### config.mk
export PLATFORM = sky130hd
export DESIGN_NAME = preempt_arbiter
export DESIGN_NICKNAME = d
export VERILOG_FILES = /design/src/rtl/pa_pkg.sv /design/src/rtl/pa_pulse_det.sv /design/src/rtl/pa_rr_pick.sv /design/src/rtl/pa_urgent_queue.sv /design/src/rtl/preempt_arbiter.sv
export SDC_FILE = /design/constraint.sdc
export NUM_CORES = 1
export LEC_CHECK = 0
export BUFFER_PORTS_ARGS = -buffer_cell sky130_fd_sc_hd__buf_2
export CORE_UTILIZATION = 45
export DETAILED_ROUTE_END_ITERATION = 8
export HOLD_SLACK_MARGIN = 0.15
export PLACE_DENSITY = 0.73
export SYNTH_ARGS = -nofsm -noshare
export SYNTH_HDL_FRONTEND = slang
export SYNTH_SLANG_ARGS = --single-unit
### constraint.sdc
create_clock -name clk -period 1.6 [get_ports clk]
set_input_delay 0.08 -clock clk [delete_from_list [all_inputs] [get_ports clk]]
set_output_delay 0.08 -clock clk [all_outputs]
set_load 0.01 [all_outputs]
### src/rtl/pa_pkg.sv
package pa_pkg;
  // Class of the current bus owner
  typedef enum logic {
    CLS_PLAIN  = 1'b0,
    CLS_URGENT = 1'b1
  } owner_cls_t;

  // Number of past request samples each line detector keeps
  localparam int HIST_DEPTH = 3;
endpackage

### src/rtl/pa_pulse_det.sv
module pa_pulse_det (
  input  logic clk,
  input  logic rst,
  input  logic req_act,
  output logic urgent_hit,
  output logic steady
);
  import pa_pkg::*;

  // hist[0] is the sample from the previous edge, hist[2] the oldest
  logic [HIST_DEPTH-1:0] hist;

  always_ff @(posedge clk) begin
    if (rst) hist <= '0;
    else     hist <= {hist[HIST_DEPTH-2:0], req_act};
  end

  // idle, active one edge, idle one edge, active again
  assign urgent_hit = req_act & ~hist[0] & hist[1] & ~hist[2];
  // active at this edge and the one before
  assign steady     = req_act & hist[0];
endmodule

### src/rtl/pa_rr_pick.sv
module pa_rr_pick #(
  parameter int NREQ = 4,
  parameter int IW   = 2
) (
  input  logic [NREQ-1:0] cand,
  input  logic [IW-1:0]   last,
  output logic            found,
  output logic [IW-1:0]   pick
);
  always_comb begin
    found = 1'b0;
    pick  = '0;
    for (int k = 1; k <= NREQ; k++) begin
      int c;
      c = int'(last) + k;
      if (c >= NREQ) c = c - NREQ;
      if (!found && cand[c]) begin
        found = 1'b1;
        pick  = IW'(c);
      end
    end
  end
endmodule

### src/rtl/pa_urgent_queue.sv
module pa_urgent_queue #(
  parameter int NREQ = 4,
  parameter int IW   = 2
) (
  input  logic            clk,
  input  logic            rst,
  input  logic [NREQ-1:0] hit,
  input  logic [NREQ-1:0] req_act,
  input  logic            take,
  output logic            any,
  output logic [IW-1:0]   head
);
  logic [NREQ-1:0] pend;
  logic [NREQ-1:0] elig;
  logic [NREQ-1:0] taken;

  // a pending bit counts only while its line is still requesting
  assign elig = pend & req_act;
  assign any  = |elig;

  always_comb begin
    head = '0;
    for (int i = NREQ - 1; i >= 0; i--) begin
      if (elig[i]) head = IW'(i);
    end
  end

  always_comb begin
    taken = '0;
    if (take) taken[head] = 1'b1;
  end

  always_ff @(posedge clk) begin
    if (rst) pend <= '0;
    else     pend <= (pend | hit) & req_act & ~taken;
  end
endmodule

### src/rtl/preempt_arbiter.sv
module preempt_arbiter #(
  parameter int NREQ = 4
) (
  input  logic            clk,
  input  logic            rst,
  input  logic [NREQ-1:0] req_n,
  input  logic            bus_idle,
  output logic [NREQ-1:0] gnt_n
);
  import pa_pkg::*;

  localparam int IW = (NREQ > 1) ? $clog2(NREQ) : 1;

  logic [NREQ-1:0] req_act;
  logic [NREQ-1:0] hit;
  logic [NREQ-1:0] steady;
  logic            urg_any;
  logic [IW-1:0]   urg_head;
  logic            rr_found;
  logic [IW-1:0]   rr_pick;

  logic            own_v;
  logic [IW-1:0]   owner;
  owner_cls_t      own_cls;
  logic [IW-1:0]   rr_last;

  logic            release_bus;
  logic            preempt;
  logic            start_urgent;
  logic            start_plain;

  assign req_act = ~req_n;

  for (genvar g = 0; g < NREQ; g++) begin : g_line
    pa_pulse_det u_det (
      .clk       (clk),
      .rst       (rst),
      .req_act   (req_act[g]),
      .urgent_hit(hit[g]),
      .steady    (steady[g])
    );
  end

  pa_urgent_queue #(.NREQ(NREQ), .IW(IW)) u_queue (
    .clk    (clk),
    .rst    (rst),
    .hit    (hit),
    .req_act(req_act),
    .take   (start_urgent),
    .any    (urg_any),
    .head   (urg_head)
  );

  pa_rr_pick #(.NREQ(NREQ), .IW(IW)) u_rr (
    .cand (steady),
    .last (rr_last),
    .found(rr_found),
    .pick (rr_pick)
  );

  always_comb begin
    release_bus  = own_v & ~req_act[owner];
    preempt      = own_v & (own_cls == CLS_PLAIN) & (urg_any | (|hit));
    start_urgent = ~own_v & bus_idle & urg_any;
    start_plain  = ~own_v & bus_idle & ~urg_any & ~(|hit) & rr_found;
  end

  always_ff @(posedge clk) begin
    if (rst) begin
      own_v   <= 1'b0;
      owner   <= '0;
      own_cls <= CLS_PLAIN;
      rr_last <= IW'(NREQ - 1);
    end else if (own_v) begin
      if (release_bus || preempt) own_v <= 1'b0;
    end else if (start_urgent) begin
      own_v   <= 1'b1;
      owner   <= urg_head;
      own_cls <= CLS_URGENT;
    end else if (start_plain) begin
      own_v   <= 1'b1;
      owner   <= rr_pick;
      own_cls <= CLS_PLAIN;
      rr_last <= rr_pick;
    end
  end

  always_comb begin
    gnt_n = '1;
    if (own_v) gnt_n[owner] = 1'b0;
  end
endmodule

# == Word-level counts from Yosys, hierarchy flattened ==
# Index checks and enable logic that the tools add are counted.
# W data, S select, Z words.
# word_totals
word_cells,133
in_bits,7
reg_bits,22
# op_classes
n_reduce_logical,14
muxes,44
n_lt_le_gt_ge,12
n_addsub,8
bitwise,46
# ops
op,count
$ge A32 B4 Y1 const B,4
$lt A32 B4 Y1 const B,4
$mux W32,4
$sub A32 B4 Y32 const B,4
$and A1 B1 Y1,24
$mux W1,21
$mux W2,10
$not A1 Y1,14
$and A4 B4 Y4,3
$not A4 Y4,3
$bmux W1 S2,5
$mux W4,2
$reduce_or A4 Y1,2
$add A2 B2 Y3 const B,2
$lt A2 B3 Y1 const B,2
$logic_and A1 B1 Y1,5
$add A2 B3 Y4 const B,1
$demux W1 S2,2
$ge A2 B1 Y1 const B,2
$or A4 B4 Y4,1
$add A2 B1 Y3 const B,1
$logic_not A1 Y1,3
$reduce_and A3 Y1,1
$reduce_and A2 Y1,1
other kinds (3),3

# == Longest topological paths before layout ==
# Gate-level depths: netlist of the first run.
# logic_depth
depth_word,20
mapped_depth,5

# == Cells and area by module ==
# A second synthesis of the first run with hierarchy kept.
# hier_totals
cells_unflattened,111
hier_area_um2,1067.3
# by_module_without_submodules
mod,cells_each,n_inst,area_each_um2,seq_area_each_um2
pa_pulse_det,8,4,97.6,60.1
preempt_arbiter,42,1,381.6,120.1
pa_urgent_queue,23,1,203.9,80.1
pa_rr_pick,14,1,91.3,0.0

# == Worst setup path before layout of the first run ==
# No wires, ideal clock.
# synth_path
path_type,reg-to-reg
from,register owner[0]
to,register own_v
setup_ns,0.075
path_stages_with_launch,4
n_path_buf,0
slack_ns,0.169
arrival_ns,1.356
path_cell_list,dfxtp_1 > mux4_2 > or3b_1 > a31oi_1
# synth_between
elab_chain_len,7
# synth_rtl
item,line_no,source
"start, declared",preempt_arbiter.sv:23,logic [IW-1:0] owner;
"start signal, assigned",preempt_arbiter.sv:78,owner <= urg_head;
"start signal, assigned",preempt_arbiter.sv:82,owner <= rr_pick;
$bmux W1 S2,preempt_arbiter.sv:62,release_bus = own_v & ~req_act[owner];
$mux W1 (not written as such),preempt_arbiter.sv:62,
$not A1 Y1,preempt_arbiter.sv:62,
$and A1 B1 Y1,preempt_arbiter.sv:62,
$logic_or A1 B1 Y1,preempt_arbiter.sv:75,if (release_bus || preempt) own_v <= 1'b0;
$mux W1,preempt_arbiter.sv:75,
$mux W1,preempt_arbiter.sv:74,end else if (own_v) begin
"end signal, assigned",preempt_arbiter.sv:75,
"end signal, assigned",preempt_arbiter.sv:77,own_v <= 1'b1;
"end signal, assigned",preempt_arbiter.sv:81,own_v <= 1'b1;
"end, declared",preempt_arbiter.sv:22,logic own_v;
# Every way passes these cells. The select of a mux whose other input is x is not followed.
# A chain may end at the register's enable or synchronous reset.

# == Worst setup path in the final report of the first run ==
# layout_path
from,input req_n[3]
to,register own_v
# layout_between
elab_chain_len,19
# layout_rtl
item,line_no,source
"start, declared",preempt_arbiter.sv:6,"input logic [NREQ-1:0] req_n,"
$not A4 Y4 (*),preempt_arbiter.sv:32,assign req_act = ~req_n;
$and A1 B1 Y1,pa_pulse_det.sv:21,assign steady = req_act & hist[0];
$bmux W1 S2,pa_rr_pick.sv:17,if (!found && cand[c]) begin
$mux W1 (not written as such) (2 in a row),pa_rr_pick.sv:17,
$mux W1,pa_rr_pick.sv:17,
$logic_not A1 Y1,pa_rr_pick.sv:17,
$logic_and A1 B1 Y1,pa_rr_pick.sv:17,
$mux W1,pa_rr_pick.sv:17,
(+2 left out),n/a,
$mux W1,pa_rr_pick.sv:17,
$logic_not A1 Y1,pa_rr_pick.sv:17,
$logic_and A1 B1 Y1,pa_rr_pick.sv:17,
$mux W1,pa_rr_pick.sv:17,
$and A1 B1 Y1,preempt_arbiter.sv:65,start_plain = ~own_v & bus_idle & ~urg_any & ~(|hit) & rr_found;
$mux W1,preempt_arbiter.sv:80,end else if (start_plain) begin
$mux W1,preempt_arbiter.sv:76,end else if (start_urgent) begin
$mux W1 (*),preempt_arbiter.sv:74,
# Mark *: on every way between the ends. The rest lies on a longest branch, timed or not. The select of a mux whose other input is x is not followed.

==> results of run 1 <==
[critical path: stages]
cell	delay [ns]
dlygate4sd3_1	0.53
buf_4	0.15
nor4b_4	0.06
nor4_4	0.36
a31oi_1	0.14
or3b_1	0.40
a31oi_1	0.13
[per-layer routing]
metal	up-vias	GRT usage, %	wire [um]
met5	-	0	0
met3	4	3.738	84
met4	0	10.29	44
met1	421	27.75	1034
li1	426	-	-
met2	22	31.05	1048
[repair_timing]
| action | in CTS | in global routing |
|---|---|---|
| hold endpoints to repair | 10 | 0 |
| setup endpoints to repair | 0 | 6 |
| gates resized for setup | 0 | 16 |
| hold buffers | 7 | 0 |
| setup buffers | 0 | 2 |
[kinds of logic (layout without fill, tap and decap cells)]
logic type,Yosys count,count (layout)
muxes,2,2
and+or+nand+nor,54,54
AOI/OAI and AO/OA,21,21
buffers and inverters,6,29
DFF,22,22
[power by group through the flow]
stage	clock network, mW	logic (mW)	registers, mW
after floorplan	0	0.0887	0.602
after global placement	0	0.123	0.606
after detailed placement	0	0.126	0.608
after CTS	0.315	0.140	0.596
after global routing	0.346	0.174	0.603
final	0.311	0.159	0.599
[state kept, by name, indices dropped and copies added, names as in the netlist]
register	flops
own_cls	1
u_queue.pend	4
owner	2
own_v	1
rr_last	2
g_line.u_det.hist	12
[stage by stage]
stage | power [mW] | cell area, um^2
2_1_floorplan | 0.6902 | 1003
4_1_cts | 1.050 | 1201
6_report | 1.069 | 1281
3_5_place_dp | 0.7336 | 1095
5_1_grt | 1.123 | 1281
3_3_place_gp | 0.7290 | 1095
[Yosys cell counts, types with 2 or more instances]
cell type   n
a21oi_1     6
a31oi_1     3
clkbuf_1    2
dfxtp_1    22
inv_1       4
nand2_1     3
nand2b_1    7
nand3_1     4
nor2_1     11
nor2b_1    15
nor3b_1     2
nor4b_2     4
o21ai_0     3
o21bai_1    2
[final timing paths]
path         slack (ns)  cells after the start                      end
min reg2reg        0.48                      1  g_line[2].u_det.hist[2]
max reg2reg        0.01                      5                    own_v
min                0.19                      4          u_queue.pend[0]
max              -0.007                      7                    own_v
[cell type report]
type,instances,area [um^2],share of cell area [%]
Inverter,4,15.01,1.172
Tap cell,27,33.78,2.637
Sequential cell,22,447.9,34.96
Clock buffer,4,36.28,2.832
Timing Repair Buffer,21,152.6,11.91
Multi-Input combinational cell,77,595.6,46.48
==> metrics.txt, run 1 <==
outcome finished with violations; failing checks negative setup slack; Port Buf Inserts 10; ranking of synthesized cells by area dfxtp_1 (44%), nor2b_1 (9.4%), nor4b_2 (6.0%); I/O pins 11; post-synthesis compound-gate area fraction 13.97%; synthesized area 1003 um^2; Routed Wire Length 2212 um; clk slew on worst S/H paths 0.12 ns; CP Capture Type register; Peak VDD IR 0.5543 mV; drt first-iter violations 30; FF+latch count, synth 22; largest family of logic cells by synthesized area simple AND/OR/NAND/NOR gates; critical path class in2reg; synthesized-area fraction occupied by adder cells 0%; # fillers 170; Rel. slew slack 72.22%; Max Root-Sink Buffers 2; largest net degree at the start of global routing 21; remaining global-route overflow 0; EDFF count, synth 0; ys async rst share 0%; Fin Setup TNS -0.006688 ns; CP Launch Type input port; dpl ws 0.04814 ns; ANT cells 0; ys flop type dfxtp_1; die height 49.22 um; RSZ-0062 raised after global routing yes; Vias 873; placed cell count 142; GPL Wtd Cong 0.8229; sequential share of power 56.0%; Post-route DRC 0; Syn Area/Cell 9.557 um^2; clock skew 0.002551 ns; global-route wire length before repair 3643 um; Slew @ Worst Pin 0.4156 ns; HP Class in2reg; Final Cycle Share 100.4%; share of cells above drive strength 1 28.13%; PD cells 834.0 nW/um^2; later-pin clock latency in the skew report 0.31 ns; fin. max-slew vios 0; Yosys cell types 31; Initial Util 49.63%; CTS tree built; Final #Nets 136; first drt pass iteration count 4; Synth Net Count 112; Post-Synthesis Cells 105; P&R area growth vs syn 27.68%; Combinational Power Share 14.8%; top-area cell type share of the netlist area 43.89%; commonest non-fill, non-tap cell in the layout dfxtp_1; final setup fails 1; clk sinks 22; CTS buffer count 3; Clk network pwr share 29.1%; Pint 796.1 uW; Min Clock Period, post-route 1.607 ns; hold_ws 0.1939 ns; register area share after synthesis 43.89%; P_sw 272.4 uW; initial antenna violation count 0; Final WS setup -0.006688 ns; cell taking the most area after synthesis dfxtp_1; Max Fclk 0.6224 GHz; final hold violations 0; crit path launch req_n[3]; die footprint 2423 um^2; portion of netlist area occupied by mux cells 3.242%; vias per cell 5.632; launch point of the worst reg-to-reg path g_line[0].u_det.hist[1]; vias in the first global route 778; Post-Synth Simple-Gate Area 36.66%; total track usage 20.54%; Sw Ratio 25.49%; most frequent cells in the layout dfxtp_1 (18), nor2b_1 (14), nor2_1 (10), buf_2 (9), dlygate4sd3_1 (7); maxcap violations 0; Worst Path Required 1.85 ns; CTS Root Cell clkbuf_4; H-tree Lvls 1; # rows 16; fin util 63.37%; antenna viol nets, final 0; Routed wire per std cell 14.27 um; Synth Area in XOR/XNOR 0%; hpwl dp 1513 um; Yosys warning total 0; Pleak 0.4705 nW; min-delay src req_n[0]; worst path arrival time 1.86 ns; CP Max Fanout 7; final std cells w/o fill 155; Core Region 2022 um^2; die width 49.22 um
(Power assumes the default switching activity.)
==> run 2: changes to the inputs <==
Settings changed: PLACE_DENSITY 0.73 to 0.69.
==> run 2 against run 1 <==
  * The flow now finishes without violations
  * Register-to-register slack gained 0.03 ns
  * Global-route usage is 0.39 points lower
  * Cell area down 2.1%
  * Routed wire length shrank 2.2%
  * Non-clock buffer count unchanged
  * Via count shrank 5.2%
  * Worst setup slack better by 0.045 ns
  * Core utilization fell by 1.3 points
  * Total power increased by 10%
  * Sequential power is essentially flat
  * Largest power group unchanged
  * Highest routed layer unchanged
==> metrics.txt, run 2 (synthesized netlist as in run 1, its figures left out) <==
clk sinks 22 (unchanged); reg-to-reg setup timing slack 0.04 ns (+0.03 ns); die height 49.22 um (unchanged); clock skew 0.006946 ns (+0.004395 ns); critical path class reg2reg; design area 1255 um^2 (-2.1%); Sw Ratio 23.09% (-2.4 points); CTS buffer count 3 (unchanged); Pwr Total 1.177 mW (+10%); Routed Wire Length 2164 um (-2.2%); Max Fclk 0.6404 GHz (+2.9%); launch point of the worst reg-to-reg path g_line[3].u_det.hist[1]; antenna viol nets, final 0 (unchanged); Rel. slew slack 70.57% (-1.6 points); Final Cycle Share 97.59% (-2.8 points); final hold violations 0 (unchanged); largest reg by FF count g_line.u_det.hist; most frequent cells in the layout dfxtp_1 (19), nor2b_1 (15), nor2_1 (11), buf_2 (10), nand2b_1 (7); CP Max Fanout 6 (-1); vias in the first global route 817 (+5.0%); maxcap violations 0 (unchanged); sequential share of power 50.7% (-5.3 points); Setup Buffers After CTS 0 (unchanged); Vias 828 (-5.2%); Slew @ Worst Pin 0.4403 ns (+0.02464 ns); Routed wire per std cell 13.96 um (-2.2%); hpwl dp 1472 um (-2.7%); max FFs per register 12 (unchanged); drt first-iter violations 13 (-57%); Register Area 444.2 um^2 (-0.84%); final setup fails 0 (-1); Post-route DRC 0 (unchanged); fin util 62.07% (-1.3 points); biggest regs g_line.u_det.hist: 12 flops, u_queue.pend: 4 flops; I/O pins 11 (unchanged); later-pin clock latency in the skew report 0.31 ns (about the same); Min Clock Period, post-route 1.561 ns (-0.04528 ns); largest net degree at the start of global routing 21 (unchanged); CTS Root Cell clkbuf_4; first drt pass iteration count 4 (unchanged); HP Class in2reg; outcome finished, final reports clean; Multi-input gate area 561.8 um^2 (-5.7%); Peak VDD IR 0.6091 mV (+9.9%); Pleak 0.4676 nW (-0.61%); Core Region 2022 um^2 (unchanged); Final #Nets 136 (unchanged); Pint 904.9 uW (+14%); fin. max-slew vios 0 (unchanged); reg2reg path depth 5 (unchanged); PD cells 937.5 nW/um^2 (+12%); Reg2Reg Capture Point owner[1]; worst path arrival time 1.79 ns (-0.07 ns); GPL Wtd Cong 0.8323 (+1.1%); remaining global-route overflow 0 (unchanged); ANT cells 0 (unchanged); Max Root-Sink Buffers 2 (unchanged); hold_ws 0.1532 ns (-0.04073 ns); share of cells above drive strength 1 24.22% (-3.9 points); RSZ-0062 raised after global routing yes; Port Buf Inserts 10 (unchanged); Combinational Power Share 12.8% (-2.0 points); Placed Area 1117 um^2 (+2.1%); Initial Util 49.63% (unchanged); Worst Path Required 1.83 ns (-0.02 ns); global-route wire length before repair 3657 um (+0.38%); die width 49.22 um (unchanged); # fillers 181 (+6.5%); total track usage 20.14% (-0.39 points); crit path launch g_line[3].u_det.hist[1]; H-tree Lvls 1 (unchanged); CP Capture Type register; commonest non-fill, non-tap cell in the layout dfxtp_1; P_sw 271.6 uW (-0.29%); min-delay src rst; CP endpoint owner[1]; Clk network pwr share 36.5% (+7.4 points); vias per cell 5.342 (-5.2%); CP Launch Type register; initial antenna violation count 0 (unchanged); clk slew on worst S/H paths 0.13 ns (about the same); CTS tree built; die footprint 2423 um^2 (unchanged); P&R area growth vs syn 25.06%; # rows 16 (unchanged)
[run 2: critical path, stage by stage, from the launching register on]
cell     delay, ns
dfxtp_1       0.33
nor4b_2       0.18
nor4_4        0.32
nand4_2       0.22
nor3b_1       0.21
nor4_2        0.21
[run 2: layout make-up]
cell class              count  share of cell area [%]
well taps                  27                   2.692
repair buffers             21                   11.76
flip-flops and latches     22                   35.39
clock buffers               3                   1.795
clock inverters             1                   2.393
multi-input cells          77                   44.77
inverters                   4                   1.196
[run 2: repair_timing]
action / CTS / global route
endpoints found under the hold margin: 7 / 0
hold buffers: 6 / 0
setup endpoints to repair: 0 / 5
gates resized for setup: 0 / 6
[run 2: how the worst min path moves through the flow]
stage / slack [ns] / endpoint / depth (start not counted)
global route: 0.18 / g_line[2].u_det.hist[1] / 2
floorplan: 0.15 / g_line[0].u_det.hist[0] / 1
CTS: 0.15 / g_line[1].u_det.hist[1] / 2
finish: 0.15 / g_line[3].u_det.hist[1] / 2
global placement: 0.32 / g_line[0].u_det.hist[0] / 2
detailed placement: 0.33 / g_line[0].u_det.hist[0] / 2
[run 2: metrics by stage]
step | instances | worst slack, ns | TNS (ns)
CTS | 155 | 0.03269 | 0
detailed placement | 145 | 0.09118 | 0
finish | 155 | 0.03859 | 0
global placement | 145 | 0.1080 | 0
global route | 155 | -0.04379 | -0.1383
floorplan | 105 | 0.1690 | 0
[run 2: routing by layer]
metal	global-route usage (%)	vias to the layer above	routed length, um
met4	9.314	0	28
met3	4.050	4	76
li1	-	425	-
met1	25.63	382	1014
met5	0	-	0
met2	32.42	17	1044
[run 2: power by group through the flow]
stage	clock network, mW	logic (mW)	registers [mW]
detailed placement	0	0.133	0.606
global placement	0	0.131	0.605
CTS	0.439	0.147	0.594
global route	0.464	0.166	0.600
finish	0.430	0.150	0.596
floorplan	0	0.0887	0.602
